[config.mk]
export PLATFORM = sky130hd
export DESIGN_NAME = bubble_fifo
export DESIGN_NICKNAME = d
export VERILOG_FILES = /design/src/rtl/bfifo_pkg.sv /design/src/rtl/bfifo_rst_sync.sv /design/src/rtl/bfifo_stage.sv /design/src/rtl/bubble_fifo.sv
export SDC_FILE = /design/constraint.sdc
export NUM_CORES = 1
export LEC_CHECK = 0
export CORE_MARGIN = 2
export CORE_UTILIZATION = 25
export CTS_CLUSTER_DIAMETER = 80
export DETAILED_ROUTE_END_ITERATION = 10
export DONT_BUFFER_PORTS = 1
export PLACE_DENSITY = 0.46
export SLEW_MARGIN = 0
export SYNTH_ARGS = -nofsm -noshare
export SYNTH_HDL_FRONTEND = slang
export SYNTH_HIERARCHICAL = 1
export SYNTH_SLANG_ARGS = --single-unit
export TNS_END_PERCENT = 20
[constraint.sdc]
create_clock -name clk -period 0.8 [get_ports clk]
set_input_delay 0.16 -clock clk [delete_from_list [all_inputs] [get_ports clk]]
set_output_delay 0.16 -clock clk [all_outputs]
set_load 0.05 [all_outputs]
[src/rtl/bfifo_pkg.sv]
package bfifo_pkg;

  typedef enum logic {
    SLOT_EMPTY = 1'b0,
    SLOT_FULL  = 1'b1
  } slot_state_e;

endpackage

[src/rtl/bfifo_rst_sync.sv]
module bfifo_rst_sync #(
  parameter int STAGES = 2
) (
  input  logic clk,
  input  logic rst_n,
  output logic rst_n_sync
);

  logic [STAGES-1:0] sync_q;
  logic [STAGES-1:0] sync_d;

  always_comb begin
    sync_d = {sync_q[STAGES-2:0], 1'b1};
  end

  always_ff @(posedge clk or negedge rst_n) begin
    if (!rst_n) begin
      sync_q <= '0;
    end else begin
      sync_q <= sync_d;
    end
  end

  assign rst_n_sync = sync_q[STAGES-1];

endmodule

[src/rtl/bfifo_stage.sv]
module bfifo_stage
  import bfifo_pkg::*;
#(
  parameter int W = 4
) (
  input  logic         clk,
  input  logic         rst_n,
  input  logic         fill_avail,
  input  logic [W-1:0] fill_data,
  input  logic         drain_req,
  output logic         take,
  output logic         full,
  output logic [W-1:0] data
);

  slot_state_e state_q;
  slot_state_e state_d;
  logic [W-1:0] data_q;

  // A stage fills only while vacant, so it never fills and drains in one cycle.
  always_comb begin
    take    = fill_avail && (state_q == SLOT_EMPTY);
    state_d = state_q;
    if (take) begin
      state_d = SLOT_FULL;
    end else if (drain_req) begin
      state_d = SLOT_EMPTY;
    end
  end

  always_ff @(posedge clk or negedge rst_n) begin
    if (!rst_n) begin
      state_q <= SLOT_EMPTY;
    end else begin
      state_q <= state_d;
    end
  end

  // The data register has no reset; its content is qualified by the marker.
  always_ff @(posedge clk) begin
    if (take) begin
      data_q <= fill_data;
    end
  end

  assign full = (state_q == SLOT_FULL);
  assign data = data_q;

  // a taken word is held in this stage on the next cycle.
  a_r3_copy: assert property (@(posedge clk) disable iff (!rst_n)
    take |=> (full && data == $past(fill_data)));

  // an occupied stage that is not drained keeps its word unchanged.
  a_r7_hold: assert property (@(posedge clk) disable iff (!rst_n)
    (full && !drain_req) |=> (full && $stable(data)));

  // a drained stage is vacant on the next cycle.
  a_r9_vacate: assert property (@(posedge clk) disable iff (!rst_n)
    (full && drain_req) |=> !full);

  // a vacant stage stays vacant unless it takes a word.
  a_r6_idle: assert property (@(posedge clk) disable iff (!rst_n)
    (!full && !fill_avail) |=> !full);

endmodule

[src/rtl/bubble_fifo.sv]
module bubble_fifo #(
  parameter int W     = 4,
  parameter int DEPTH = 16
) (
  input  logic         clk,
  input  logic         rst_n,
  input  logic [W-1:0] din,
  input  logic         shift_in,
  output logic         in_ready,
  output logic [W-1:0] dout,
  input  logic         shift_out,
  output logic         out_ready
);

  localparam int LAST = DEPTH - 1;

  logic rst_n_s;

  bfifo_rst_sync #(.STAGES(2)) u_rst_sync (
    .clk        (clk),
    .rst_n      (rst_n),
    .rst_n_sync (rst_n_s)
  );

  logic [DEPTH-1:0] full;
  logic [DEPTH-1:0] take;
  logic [DEPTH-1:0] avail;
  logic [DEPTH-1:0] drain;
  logic [W-1:0]     src  [DEPTH];
  logic [W-1:0]     data [DEPTH];

  // Stage 0 is the input end and stage LAST is the output end.
  for (genvar g = 0; g < DEPTH; g++) begin : g_stage
    if (g == 0) begin : g_head
      assign avail[g] = shift_in;
      assign src[g]   = din;
    end else begin : g_body
      assign avail[g] = full[g-1];
      assign src[g]   = data[g-1];
    end

    if (g == LAST) begin : g_tail
      assign drain[g] = shift_out;
    end else begin : g_link
      assign drain[g] = take[g+1];
    end

    bfifo_stage #(.W(W)) u_stage (
      .clk        (clk),
      .rst_n      (rst_n_s),
      .fill_avail (avail[g]),
      .fill_data  (src[g]),
      .drain_req  (drain[g]),
      .take       (take[g]),
      .full       (full[g]),
      .data       (data[g])
    );
  end

  assign in_ready  = !full[0];
  assign out_ready = full[LAST];
  assign dout      = data[LAST];

  // Checking aid: armed once one clean edge has passed after reset.
  logic armed_q;
  always_ff @(posedge clk or negedge rst_n_s) begin
    if (!rst_n_s) begin
      armed_q <= 1'b0;
    end else begin
      armed_q <= 1'b1;
    end
  end

  logic push_ok;
  logic pop_ok;
  assign push_ok = shift_in && in_ready;
  assign pop_ok  = shift_out && out_ready;

  // the output stage is empty on the cycle after an accepted read.
  a_r8_gap: assert property (@(posedge clk) disable iff (!rst_n_s)
    pop_ok |=> !out_ready);

  // stored words change only by accepted writes and reads.
  a_r7_conserve: assert property (@(posedge clk) disable iff (!rst_n_s)
    armed_q |-> ($countones(full) ==
      $past($countones(full)) + int'($past(push_ok)) - int'($past(pop_ok))));

  // a write refused while the input stage is occupied leaves it occupied.
  a_r4_refuse: assert property (@(posedge clk) disable iff (!rst_n_s)
    (shift_in && !in_ready && !take[1]) |=> !in_ready);

  // the stage markers are all clear after reset.
  always_ff @(posedge clk) begin
    if (!rst_n_s) begin
      a_r2_clear: assert (full == '0);
    end
  end

endmodule

# Word level (Yosys, flattened, before mapping)
# Index checks and enable logic that the tools add are counted.
# op_classes
muxes	32
bitwise	16
reduce_logical	33
# op_table
operator	n
$mux W1	32
$reduce_bool A2 Y1	16
$logic_and A1 B1 Y1	16
$not A1 Y1	16
$logic_not A1 Y1	1
# word_totals
register_bits	82
inputBits	8
output_inout_bits	6
word_cells	114

# Longest topological paths before layout
# logic_depth
ltp_word	4
mapped_depth	2
depth_no_buf	2

# Modules after synthesis
# Netlist, hierarchy kept.
# modules_own_cells
mod	instances	cells_per_inst	area_per_inst_um2	seq_area_each_um2
bfifo_stage	16	8	160.2	145.1
bfifo_rst_sync	1	3	53.8	50.0
bubble_fifo	1	1	3.8	0.0

# Worst setup path before layout
# No wires, ideal clock.
# synth_timing
kind	register -> register
start	reg g_stage[15].u_stage.state_q
end	reg g_stage[15].u_stage.data_q[0] (enable)
setup_ps	340
arrival_ps	906
required_ps	460
slack_ps	-446
stages_incl_launch_ff	2
path_buffers	0
synth_period_minus_slack_ps	1246
path_cell_list	dfrtp_1 nor2b_1
# synth_between
elab_chain_len	2
# synth_lines
element	line_no	rtl
from (decl)	bfifo_stage.sv:16	slot_state_e state_q;
from (signal assigned)	bfifo_stage.sv:35	state_q <= state_d;
$not A1 Y1	bfifo_stage.sv:22	take = fill_avail && (state_q == SLOT_EMPTY);
$logic_and A1 B1 Y1	bfifo_stage.sv:22	
named net drain[14]	bubble_fifo.sv:28	logic [DEPTH-1:0] drain;
to (signal assigned)	bfifo_stage.sv:42	data_q <= fill_data;
to (decl)	bfifo_stage.sv:18	logic [W-1:0] data_q;
# The timed path passes the listed nets, and every way through them passes these cells.
# A chain may end at the register's enable or synchronous reset.

# Worst setup path in the final report
# layout_timing
start	reg g_stage[15].u_stage.state_q
end	out out_ready
# layout_lines
element	line_no	rtl
to (decl)	bubble_fifo.sv:12	output logic out_ready
# No word-level cell between the ends.

==> results.toml <==
[status]
outcome = "finished, violations left"
violations = "negative setup slack"

[logic_synthesis]
synth_simple_gate_area_share_pct = 6.11
ys_types = 7
avgSynthCellArea_um2 = 19.8
yosysMostFrequentCell = "edfxtp_1"
synthArstFlopShare_pct = 22.0
synth_cells = 132
yosys.area_share.adder_pct = 0
synth.area.top_cells = "edfxtp_1, dfrtp_1, nor2b_1"
synth_edf_count = 64
yosys.area.top_type = "edfxtp_1"
yosysWarnings = 6
synth-xor-area-share_pct = 0
synth_compound_area_share_pct = 3.06
synth_top_family_by_area = "simple AND/OR/NAND/NOR gates"
synth_top_area_share_pct = 73.4
synth.yosys.seq_area_share_pct = 90.5
ys_ff_latch = 82
syn_nets = 140
synth_common_cells = "edfxtp_1, dfrtp_1, a21oi_1, nor2_1, nor2b_1"
synthFlopType = "edfxtp_1"
synthMuxAreaShare_pct = 0
synthesis.area_um2 = 2620

[routing]
viasPerCell = 3.78
vias = 1188
dr.pass1.iters = 4
avgRoutedWirePerCell_um = 11.7
totalWireLength_um = 3690
detail-route-antenna-nets = 0
dr.first_iter.drc_count = 38
drc = 0

[critical_path]
r2r_cells = 3
r2r-end = "g_stage[0].u_stage/data[1]"
rr_startpoint = "g_stage[0].u_stage/full"
end_kind = "output pin"
cp-start-kind = "flip-flop"
path_class = "flip-flop to output pin"
critPathMaxFanout = 2
cp.required_ns = 0.64
r2r_slack_ns = -0.26
crit_arrival_ns = 1.02

[cts]
clockBufferDepth = 2
clk_latency_ns = 0.35
clk_pin_slew_ns = 0.09
cts.sinks = 82
cts.htree.levels = 3
cts_root_buf = "clkbuf_8"
cts_tree = "done"
cts_buffers = 9

[sta]
period_share_pct = 148
setup_violations = 86
finalCriticalPeriod_ns = 1.18
hold_viol_final = 0
setup-tns-final_ns = -12.48
final_max_slew_viol_count = 0
rsz0062_at_grt = "yes"
clock.fmax_ghz = 0.845
worst_slack_ns = -0.383
finClkSkew_ns = 0.0117

[power]
p_per_area_nw_per_um2 = 3520
net-switching-power_w = 0.00339
clockPowerShare_pct = 24.8
seqPwrFrac_pct = 55.0
power.internal_w = 0.00882
switching_share_pct = 27.7
peakVddDrop_mv = 1.32
combPwrFrac_pct = 20.2
power.leakage_nw = 1.22

[worst_hold_path]
hold_path.class = "primary input to async pin"

[cells_and_area]
fill_cells = 946
area_growth_pct = 32.3
drive_above_1_share_pct = 39.9
fin_nets = 181
fin_cells = 314
diodes = 0

[global_route]
track_usage_pct = 7.48
grt_pass1_vias = 1260
antenna_found_initial = 0
grt_max_degree = 17
grt_first_pass_wirelength_um = 6170
grt.overflow.total = 0

[die]
die_area_um2 = 11300
dieWidth_um = 106
boundaryPins = 14
start_util_pct = 25.6
num_rows = 37
die_y_um = 106
coreArea_um2 = 10200

[placement]
gp_congestion = 0.681
io_buffers = 0
place_inst = 287
place_hpwl_um = 2420

[job]
max_cap_violations = 0
kinds of logic (layout without fill, tap and decap cells):
logic type | count (synthesis) | after routing
DFF | 82 | 82
other | 1 | 1
AOI/OAI and AO/OA | 16 | 16
and+or+nand+nor | 32 | 32
buffers and inverters | 1 | 47
sequential cells by signal, summed over array words and instances, names as in the netlist:
name / flops
g_stage.u_stage/data: 64
g_stage.u_stage/full: 16
u_rst_sync/sync_q: 2
worst max-delay path, stage by stage, from the launching register on:
cell and delay [ns]:
dfrtp_2 0.42, buf_6 0.12, buf_12 0.13
area by class of cell:
type                            instances  area, um^2  share of cell area, %
Multi-Input combinational cell         49         370                   10.7
Clock buffer                            9         124                   3.57
Timing Repair Buffer                   30         325                   9.38
Sequential cell                        82        2390                   68.9
Tap cell                              136         170                   4.91
Inverter                                1        3.75                  0.108
Clock inverter                          7        85.1                   2.45
cell usage in the layout (no fill, tap or decap):
master         instances
clkinv_4               1
inv_8                  2
a21oi_1               15
nor2b_1                1
buf_4                 15
bufinv_16              1
inv_6                  1
dfrtp_1                5
nor2_1                14
nor2_4                 1
dlygate4sd3_1          7
conb_1                 1
nor2_2                 1
edfxtp_1              64
clkbuf_8               9
clkinvlp_4             2
inv_2                  1
a21oi_2                1
nor2b_4               15
buf_12                 6
dfrtp_2               13
buf_6                  2
layer usage:
layer	share of wire [%]	up-vias	global-route usage (%)
met1	38	590	7.75
met2	55	25	12.8
met4	1.2	0	3.10
met3	5.6	7	3.74
met5	0	-	0
li1	-	566	-
worst max-delay path by stage:
stage                                  start                           to  slack [ns]  cells past startpoint
global placement     g_stage[1].u_stage/full   g_stage[2].u_stage/data[3]       -0.27                      1
global route        g_stage[15].u_stage/full                    out_ready       -0.42                      2
finish              g_stage[15].u_stage/full                    out_ready       -0.38                      2
floorplan           g_stage[15].u_stage/full  g_stage[15].u_stage/data[0]       -0.21                      1
CTS                 g_stage[15].u_stage/full                    out_ready       -0.40                      2
detailed placement   g_stage[1].u_stage/full   g_stage[2].u_stage/data[3]       -0.27                      1
power groups by stage:
stage	registers [W]	clock network (W)	logic, W
after CTS	0.00673	0.00315	0.00242
final	0.00671	0.00303	0.00246
after global routing	0.00685	0.00335	0.00265
after detailed placement	0.00670	0	0.00210
after global placement	0.00668	0	0.00202
after floorplan	0.00678	0	0.000900
metrics by stage:
| step | instance area [um^2] | hold WS [ns] | total power [W] | setup slack (ns) | utilization [%] |
|---|---|---|---|---|---|
| 2_1_floorplan | 2680 | -0.136 | 0.00768 | -0.208 | - |
| 3_3_place_gp | 3070 | -0.136 | 0.00871 | -0.274 | 30.0 |
| 3_5_place_dp | 3070 | -0.136 | 0.00880 | -0.265 | 30.0 |
| 4_1_cts | 3440 | 0.0186 | 0.0123 | -0.399 | 33.6 |
| 5_1_grt | 3470 | 0.0328 | 0.0129 | -0.423 | 33.9 |
| 6_report | 3470 | 0.0326 | 0.0122 | -0.383 | 33.9 |
what timing repair did:
action                                  in CTS  in global routing
pin swaps                                    0                  0
gates cloned                                 0                  0
endpoints found under the setup margin      86                 86
gates resized for setup                     22                  8
hold buffers                                 7                  0
buffers inserted                             3                  1
endpoints found under the hold margin        8                  0
Note: power is estimated with default switching activity, not from simulation.
